### config.mk
export PLATFORM = sky130hd
export DESIGN_NAME = fma_nan_select
export DESIGN_NICKNAME = d
export VERILOG_FILES = /design/src/rtl/fma_nan_pkg.sv /design/src/rtl/nan_order_pick.sv /design/src/rtl/fma_nan_select.sv
export SDC_FILE = /design/constraint.sdc
export NUM_CORES = 1
export LEC_CHECK = 0
export BUFFER_PORTS_ARGS = -buffer_cell sky130_fd_sc_hd__buf_2
export CAP_MARGIN = 20
export CORE_AREA = 2 2 39 41
export DETAILED_ROUTE_END_ITERATION = 6
export DIE_AREA = 0 0 41 43
export MAX_ROUTING_LAYER = met4
export PLACE_DENSITY = 0.74
export SYNTH_ARGS = -nofsm -noshare
export SYNTH_HDL_FRONTEND = slang
export SYNTH_HIERARCHICAL = 1
export SYNTH_SLANG_ARGS = --single-unit
### constraint.sdc
create_clock -name clk -period 0.8 [get_ports clk]
set_clock_uncertainty 0.1 [all_clocks]
set_input_delay 0.12 -clock clk [delete_from_list [all_inputs] [get_ports clk]]
set_output_delay 0.12 -clock clk [all_outputs]
set_load 0.05 [all_outputs]
### src/rtl/fma_nan_pkg.sv
package fma_nan_pkg;

    localparam int unsigned CLS_W = 2;
    localparam int unsigned PICK_W = 2;
    localparam int unsigned POL_W = 3;
    localparam int unsigned N_OPND = 3;

    typedef enum logic [CLS_W-1:0] {
        CLS_NUM  = 2'd0,
        CLS_QNAN = 2'd1,
        CLS_SNAN = 2'd2,
        CLS_RSV  = 2'd3
    } opnd_cls_e;

    typedef enum logic [PICK_W-1:0] {
        PICK_A    = 2'd0,
        PICK_B    = 2'd1,
        PICK_C    = 2'd2,
        PICK_DFLT = 2'd3
    } pick_e;

    typedef enum logic [POL_W-1:0] {
        POL_C_SIG   = 3'd0,
        POL_LEGACY  = 3'd1,
        POL_C_2008  = 3'd2,
        POL_ANY_ACB = 3'd3,
        POL_SELECT  = 3'd4,
        POL_DFLT    = 3'd5
    } policy_e;

    typedef struct packed {
        logic [PICK_W-1:0] pick;
        logic              invalid;
        logic              inv_imz;
    } sel_out_s;

    function automatic logic cls_is_snan(input logic [CLS_W-1:0] c);
        return c == CLS_SNAN;
    endfunction

    function automatic logic cls_is_qnan(input logic [CLS_W-1:0] c);
        return c == CLS_QNAN;
    endfunction

    function automatic logic cls_is_nan(input logic [CLS_W-1:0] c);
        return (c == CLS_SNAN) || (c == CLS_QNAN);
    endfunction

endpackage

### src/rtl/nan_order_pick.sv
module nan_order_pick
    import fma_nan_pkg::*;
#(
    parameter int unsigned FIRST   = 0,
    parameter int unsigned MID     = 1,
    parameter int unsigned LAST    = 2,
    parameter bit          ANY_NAN = 1'b0
) (
    input  logic [CLS_W-1:0]  cls_a,
    input  logic [CLS_W-1:0]  cls_b,
    input  logic [CLS_W-1:0]  cls_c,
    output logic [PICK_W-1:0] sel
);

    localparam int unsigned ORDER [N_OPND] = '{FIRST, MID, LAST};

    logic [CLS_W-1:0] cls_by_idx [N_OPND];

    assign cls_by_idx[0] = cls_a;
    assign cls_by_idx[1] = cls_b;
    assign cls_by_idx[2] = cls_c;

    generate
        if (ANY_NAN) begin : g_any
            // walk backwards so the earliest qualifying operand wins
            always_comb begin
                sel = PICK_W'(LAST);
                for (int k = N_OPND - 1; k >= 0; k--) begin
                    if (cls_is_nan(cls_by_idx[ORDER[k]])) begin
                        sel = PICK_W'(ORDER[k]);
                    end
                end
            end
        end else begin : g_sig_first
            // quiet pass first, then the signalling pass overrides it
            always_comb begin
                sel = PICK_W'(LAST);
                for (int k = N_OPND - 1; k >= 0; k--) begin
                    if (cls_is_qnan(cls_by_idx[ORDER[k]])) begin
                        sel = PICK_W'(ORDER[k]);
                    end
                end
                for (int k = N_OPND - 1; k >= 0; k--) begin
                    if (cls_is_snan(cls_by_idx[ORDER[k]])) begin
                        sel = PICK_W'(ORDER[k]);
                    end
                end
            end
        end
    endgenerate

endmodule

### src/rtl/fma_nan_select.sv
module fma_nan_select
    import fma_nan_pkg::*;
(
    input  logic              clk,
    input  logic              rst_n,
    input  logic [CLS_W-1:0]  cls_a,
    input  logic [CLS_W-1:0]  cls_b,
    input  logic [CLS_W-1:0]  cls_c,
    input  logic              inf_times_zero,
    input  logic [POL_W-1:0]  policy,
    input  logic              first_nan_mode,
    output logic [PICK_W-1:0] pick,
    output logic              flag_invalid,
    output logic              flag_inv_imz
);

    localparam sel_out_s RESET_OUT = '{pick: PICK_DFLT, invalid: 1'b0, inv_imz: 1'b0};

    logic [PICK_W-1:0] sel_cab_sig;
    logic [PICK_W-1:0] sel_abc_sig;
    logic [PICK_W-1:0] sel_acb_any;
    logic [PICK_W-1:0] sel_abc_any;
    logic [PICK_W-1:0] sel_cba_any;

    nan_order_pick #(.FIRST(2), .MID(0), .LAST(1), .ANY_NAN(1'b0)) u_cab_sig (
        .cls_a(cls_a), .cls_b(cls_b), .cls_c(cls_c), .sel(sel_cab_sig));
    nan_order_pick #(.FIRST(0), .MID(1), .LAST(2), .ANY_NAN(1'b0)) u_abc_sig (
        .cls_a(cls_a), .cls_b(cls_b), .cls_c(cls_c), .sel(sel_abc_sig));
    nan_order_pick #(.FIRST(0), .MID(2), .LAST(1), .ANY_NAN(1'b1)) u_acb_any (
        .cls_a(cls_a), .cls_b(cls_b), .cls_c(cls_c), .sel(sel_acb_any));
    nan_order_pick #(.FIRST(0), .MID(1), .LAST(2), .ANY_NAN(1'b1)) u_abc_any (
        .cls_a(cls_a), .cls_b(cls_b), .cls_c(cls_c), .sel(sel_abc_any));
    nan_order_pick #(.FIRST(2), .MID(1), .LAST(0), .ANY_NAN(1'b1)) u_cba_any (
        .cls_a(cls_a), .cls_b(cls_b), .cls_c(cls_c), .sel(sel_cba_any));

    sel_out_s out_d;
    sel_out_s out_q;

    always_comb begin
        out_d = RESET_OUT;
        case (policy)
            POL_C_SIG: begin
                if (inf_times_zero && cls_is_qnan(cls_c)) begin
                    out_d.invalid = 1'b1;
                    out_d.pick    = PICK_DFLT;
                end else begin
                    out_d.pick = sel_cab_sig;
                end
            end
            POL_LEGACY: begin
                out_d.invalid = inf_times_zero;
                out_d.pick    = inf_times_zero ? PICK_DFLT : sel_abc_sig;
            end
            POL_C_2008: begin
                out_d.invalid = inf_times_zero;
                out_d.pick    = inf_times_zero ? PICK_C : sel_cab_sig;
            end
            POL_ANY_ACB: begin
                out_d.invalid = inf_times_zero;
                out_d.pick    = inf_times_zero ? PICK_C : sel_acb_any;
            end
            POL_SELECT: begin
                out_d.invalid = inf_times_zero;
                if (inf_times_zero) begin
                    out_d.pick = PICK_C;
                end else begin
                    out_d.pick = first_nan_mode ? sel_abc_any : sel_cba_any;
                end
            end
            default: begin
                out_d.invalid = inf_times_zero;
                out_d.pick    = PICK_DFLT;
            end
        endcase
        out_d.inv_imz = out_d.invalid;
    end

    always_ff @(posedge clk or negedge rst_n) begin
        if (!rst_n) begin
            out_q <= RESET_OUT;
        end else begin
            out_q <= out_d;
        end
    end

    assign pick         = out_q.pick;
    assign flag_invalid = out_q.invalid;
    assign flag_inv_imz = out_q.inv_imz;


    no_inv_without_imz_chk: assert property (@(posedge clk) disable iff (!rst_n)
        !inf_times_zero |=> (!flag_invalid && !flag_inv_imz));


    dflt_policy_chk: assert property (@(posedge clk) disable iff (!rst_n)
        (policy >= POL_DFLT) |=> (pick == PICK_DFLT));


    legacy_imz_chk: assert property (@(posedge clk) disable iff (!rst_n)
        (policy == POL_LEGACY && inf_times_zero) |=> (pick == PICK_DFLT && flag_invalid));


    c2008_imz_chk: assert property (@(posedge clk) disable iff (!rst_n)
        (policy == POL_C_2008 && inf_times_zero) |=> (pick == PICK_C && flag_inv_imz));


    acb_a_nan_chk: assert property (@(posedge clk) disable iff (!rst_n)
        (policy == POL_ANY_ACB && !inf_times_zero && cls_is_nan(cls_a)) |=> (pick == PICK_A));


    csig_snan_c_chk: assert property (@(posedge clk) disable iff (!rst_n)
        (policy == POL_C_SIG && cls_is_snan(cls_c)) |=> (pick == PICK_C && !flag_invalid));


    sel_first_a_chk: assert property (@(posedge clk) disable iff (!rst_n)
        (policy == POL_SELECT && first_nan_mode && !inf_times_zero && cls_is_nan(cls_a))
        |=> (pick == PICK_A));


    sel_last_c_chk: assert property (@(posedge clk) disable iff (!rst_n)
        (policy == POL_SELECT && !first_nan_mode && !inf_times_zero && cls_is_nan(cls_c))
        |=> (pick == PICK_C));

endmodule

==> key figures <==
Global route
  • Global route overflow: 0
  • GRT Total Usage: 0.182
  • Pin count of the biggest net entering global routing: 8
  • Vias in the first global route: 578
  • Initial antenna violation count: 0
  • First-pass GRT wire length: 2160 um

Power
  • Int Power: 623 uW
  • VDD IR max: roughly 0.42 mV
  • P_sw: 308 uW
  • Leakage: between 0.4 and 0.5 nW
  • Share of power burned in the clock network: 0.285
  • Gate power share: 0.518
  • Power per cell area: 1090 mW/mm2
  • Switching Share: 0.331
  • Flop pwr share: 0.198

Synth
  • Main combinational cell family by area after synthesis: simple AND/OR/NAND/NOR gates
  • Mux contribution to synthesized area: 0.0730
  • Compound-gate portion of the synthesized area: 0.169
  • Yosys warns: 6
  • EDFF count, synth: 0
  • Post-synth top area share: 0.106
  • Post-Synth XOR/XNOR Area: 0.106
  • Post-synthesis simple-gate area fraction: 0.451
  • Prevailing post-synth register cell: dfstp_2
  • Post-synth top cells: 6 x nand2b_1, 5 x nor2_1, 5 x nor2b_1
  • Flop and latch count out of synthesis: 3
  • Synth Area in Adders: 0
  • Syn Nets: 71
  • Leading cell type by number of instances after synthesis: nand2b_1
  • Seq/Total Area, Yosys: 0.156
  • Mapped cell area: 497 um2
  • Synth area leader: dfstp_2
  • Avg Cell Area, Syn: 8.56 um2
  • Distinct cells, synth: 32
  • Top post-synthesis cells by area: dfstp_2 11%, nand2b_1 7.6%, nor2b_1 6.3%
  • Mapped Cells: 58
  • Ys async rst share: 1.00

Final layout
  • Share of post-route cells with drive strength above 1: 0.548
  • Final instance area: 853 um2
  • FF/Latch Area: 78.8 um2
  • Antenna diodes: 0
  • Area of the multi-input gates: 445 um2
  • Area Growth Syn to Fin: 71.8%
  • Filler cells: 127
  • Finished Layout Cells: 109
  • Final nets: around 110

Place
  • HPWL after DPL: 940 um
  • I/O Buffers: 16
  • Pre-CTS setup slack: -809 ps
  • Dpl cell area: between 700 and 800 um2
  • Placed Cells: 102
  • Final Wtd Congestion: 0.778

Clock tree
  • CTS tree: done
  • Clk slew on worst S/H paths: 40 ps
  • CTS Sinks: 3
  • CTS H-tree lvls: 1
  • Clock Tree Buf Depth: 2
  • CTS Buf Count: 3
  • CTS root buffer: clkbuf_4

Setup path
  • CP Buf/Inv Count: 1
  • Cell Chain, Critical Path: buf_6 -> nor2b_4 -> nor3_1 -> or2_1 -> mux2_4 -> or4_1 -> o311a_1
  • Worst setup EP type: register
  • Worst EP arrival: 1400 ps
  • Nature of the critical path startpoint: primary input
  • Top Family by Delay on Critical Path: simple AND/OR/NAND/NOR gates
  • Crit-path max FO: 3
  • Setup CP Type: in2reg
  • Critical path startpoint: cls_a[1]
  • CP Data Required Time: between 800 and 900 ps
  • Crit path max-delay cell type: or4_1
  • Critical path's largest stage delay: 400 ps

Timing
  • Min Tclk post-route: 1350 ps
  • Tcrit/Tclk final: 1.69
  • RSZ-0062 raised after global routing: true
  • Slew Limit Fails: 0
  • Worst Max-Slew Pin Slew: 293 ps
  • Final setup viols: 6
  • Hold WS: 107 ps
  • Setup WS post-layout: -551 ps
  • Fmax: ~0.74 GHz
  • Final Hold Vio Count: 0
  • Worst slew margin relative to its limit: 0.803

Detailed routing
  • DR WL/cell: 11.1 um
  • Total Wirelength: about 1200 um
  • Iter 0 DRT Violations: 4
  • Routed via count: 543
  • Drt pass-1 iters: 4
  • Post-route DRC: 0
  • ANT nets after route: 0
  • Vias per Instance: roughly 5.0

Floorplanning
  • Boundary pin count: 17
  • DIE HEIGHT: ~43 um
  • Die footprint: 0.00176 mm2
  • Core area: about 0.0014 mm2
  • Row cnt: 14
  • Initial cell density of the core: 0.359
  • Die Wd: about 41 um

Outcome
  • Status: finished, violations left
  • Failing checks: setup timing

Worst hold path
  • Worst min path class: in2async

Run
  • Max cap viols: 0
-- placed cells by master, fill, tap and decap left out, drive strengths merged, types with 2 or more instances in the layout --
| cell type | count |
|---|---|
| dfstp | 2 |
| xor2 | 3 |
| nor2 | 5 |
| nor2b | 8 |
| nor3 | 4 |
| o21ai | 2 |
| a31oi | 2 |
| mux2 | 2 |
| or2 | 2 |
| nand2b | 7 |
| clkbuf | 4 |
| buf | 32 |
| xnor2 | 3 |
| a21oi | 2 |
-- state kept, by name, indices dropped and copies added (netlist names) --
register	cells
flag_inv_imz	1
pick	2
-- cell families (layout without fill, tap and decap cells) --
logic type | Yosys count | after routing
XOR/XNOR | 6 | 6
AND/OR/NAND/NOR | 32 | 32
AO/OA/AOI/OAI | 11 | 11
multiplexers | 3 | 3
buffers and inverters | 3 | 38
flip-flops | 3 | 3
-- worst paths after layout --
path | endpoint | depth (start not counted)
max in group asynchronous | pick[0] | 2
worst min-delay path | flag_inv_imz | 2
min in group clk | flag_inv_imz | 3
worst max-delay path | pick[1] | 7
-- timing repair --
action | 4_1_cts | 5_1_grt
buffers inserted | 2 | 0
hold endpoints to repair | 3 | 0
resized for setup | 24 | 0
setup endpoints to repair | 6 | 6
hold buffers | 1 | 0
pin swaps | 6 | 1
-- metrics by stage --
step	setup TNS (ps)	total power [mW]	utilization
after global routing	-2200	0.994	0.617
after CTS	-2000	0.935	0.617
after detailed placement	-1940	0.581	0.514
after floorplan	-1150	0.428	-
after global placement	-1860	0.573	0.514
final	-1990	0.931	0.617
-- layer usage --
metal / share of wire / GRT usage / up-vias
met3: 0.032 / 0.00524 / 2
met5: 0 / - / -
met1: 0.35 / 0.173 / 251
met2: 0.60 / 0.331 / 13
li1: - / - / 277
met4: 0.011 / 0.107 / 0
-- power by group through the flow --
stage               Clock, mW  Combinational (mW)  Sequential, mW
detailed placement          0               0.402           0.179
finish                  0.265               0.482           0.184
global placement            0               0.394           0.178
CTS                     0.270               0.481           0.184
global route            0.283               0.524           0.186
floorplan                   0               0.195           0.233
-- final cells by class --
cell class / count / area share
clock buffers: 4 / 0.0308
inverters: 1 / 0.00440
multi-input cells: 52 / 0.522
flip-flops and latches: 3 / 0.0924
well taps: 16 / 0.0235
repair buffers: 33 / 0.327
Note: power is estimated with default switching activity, not from simulation.
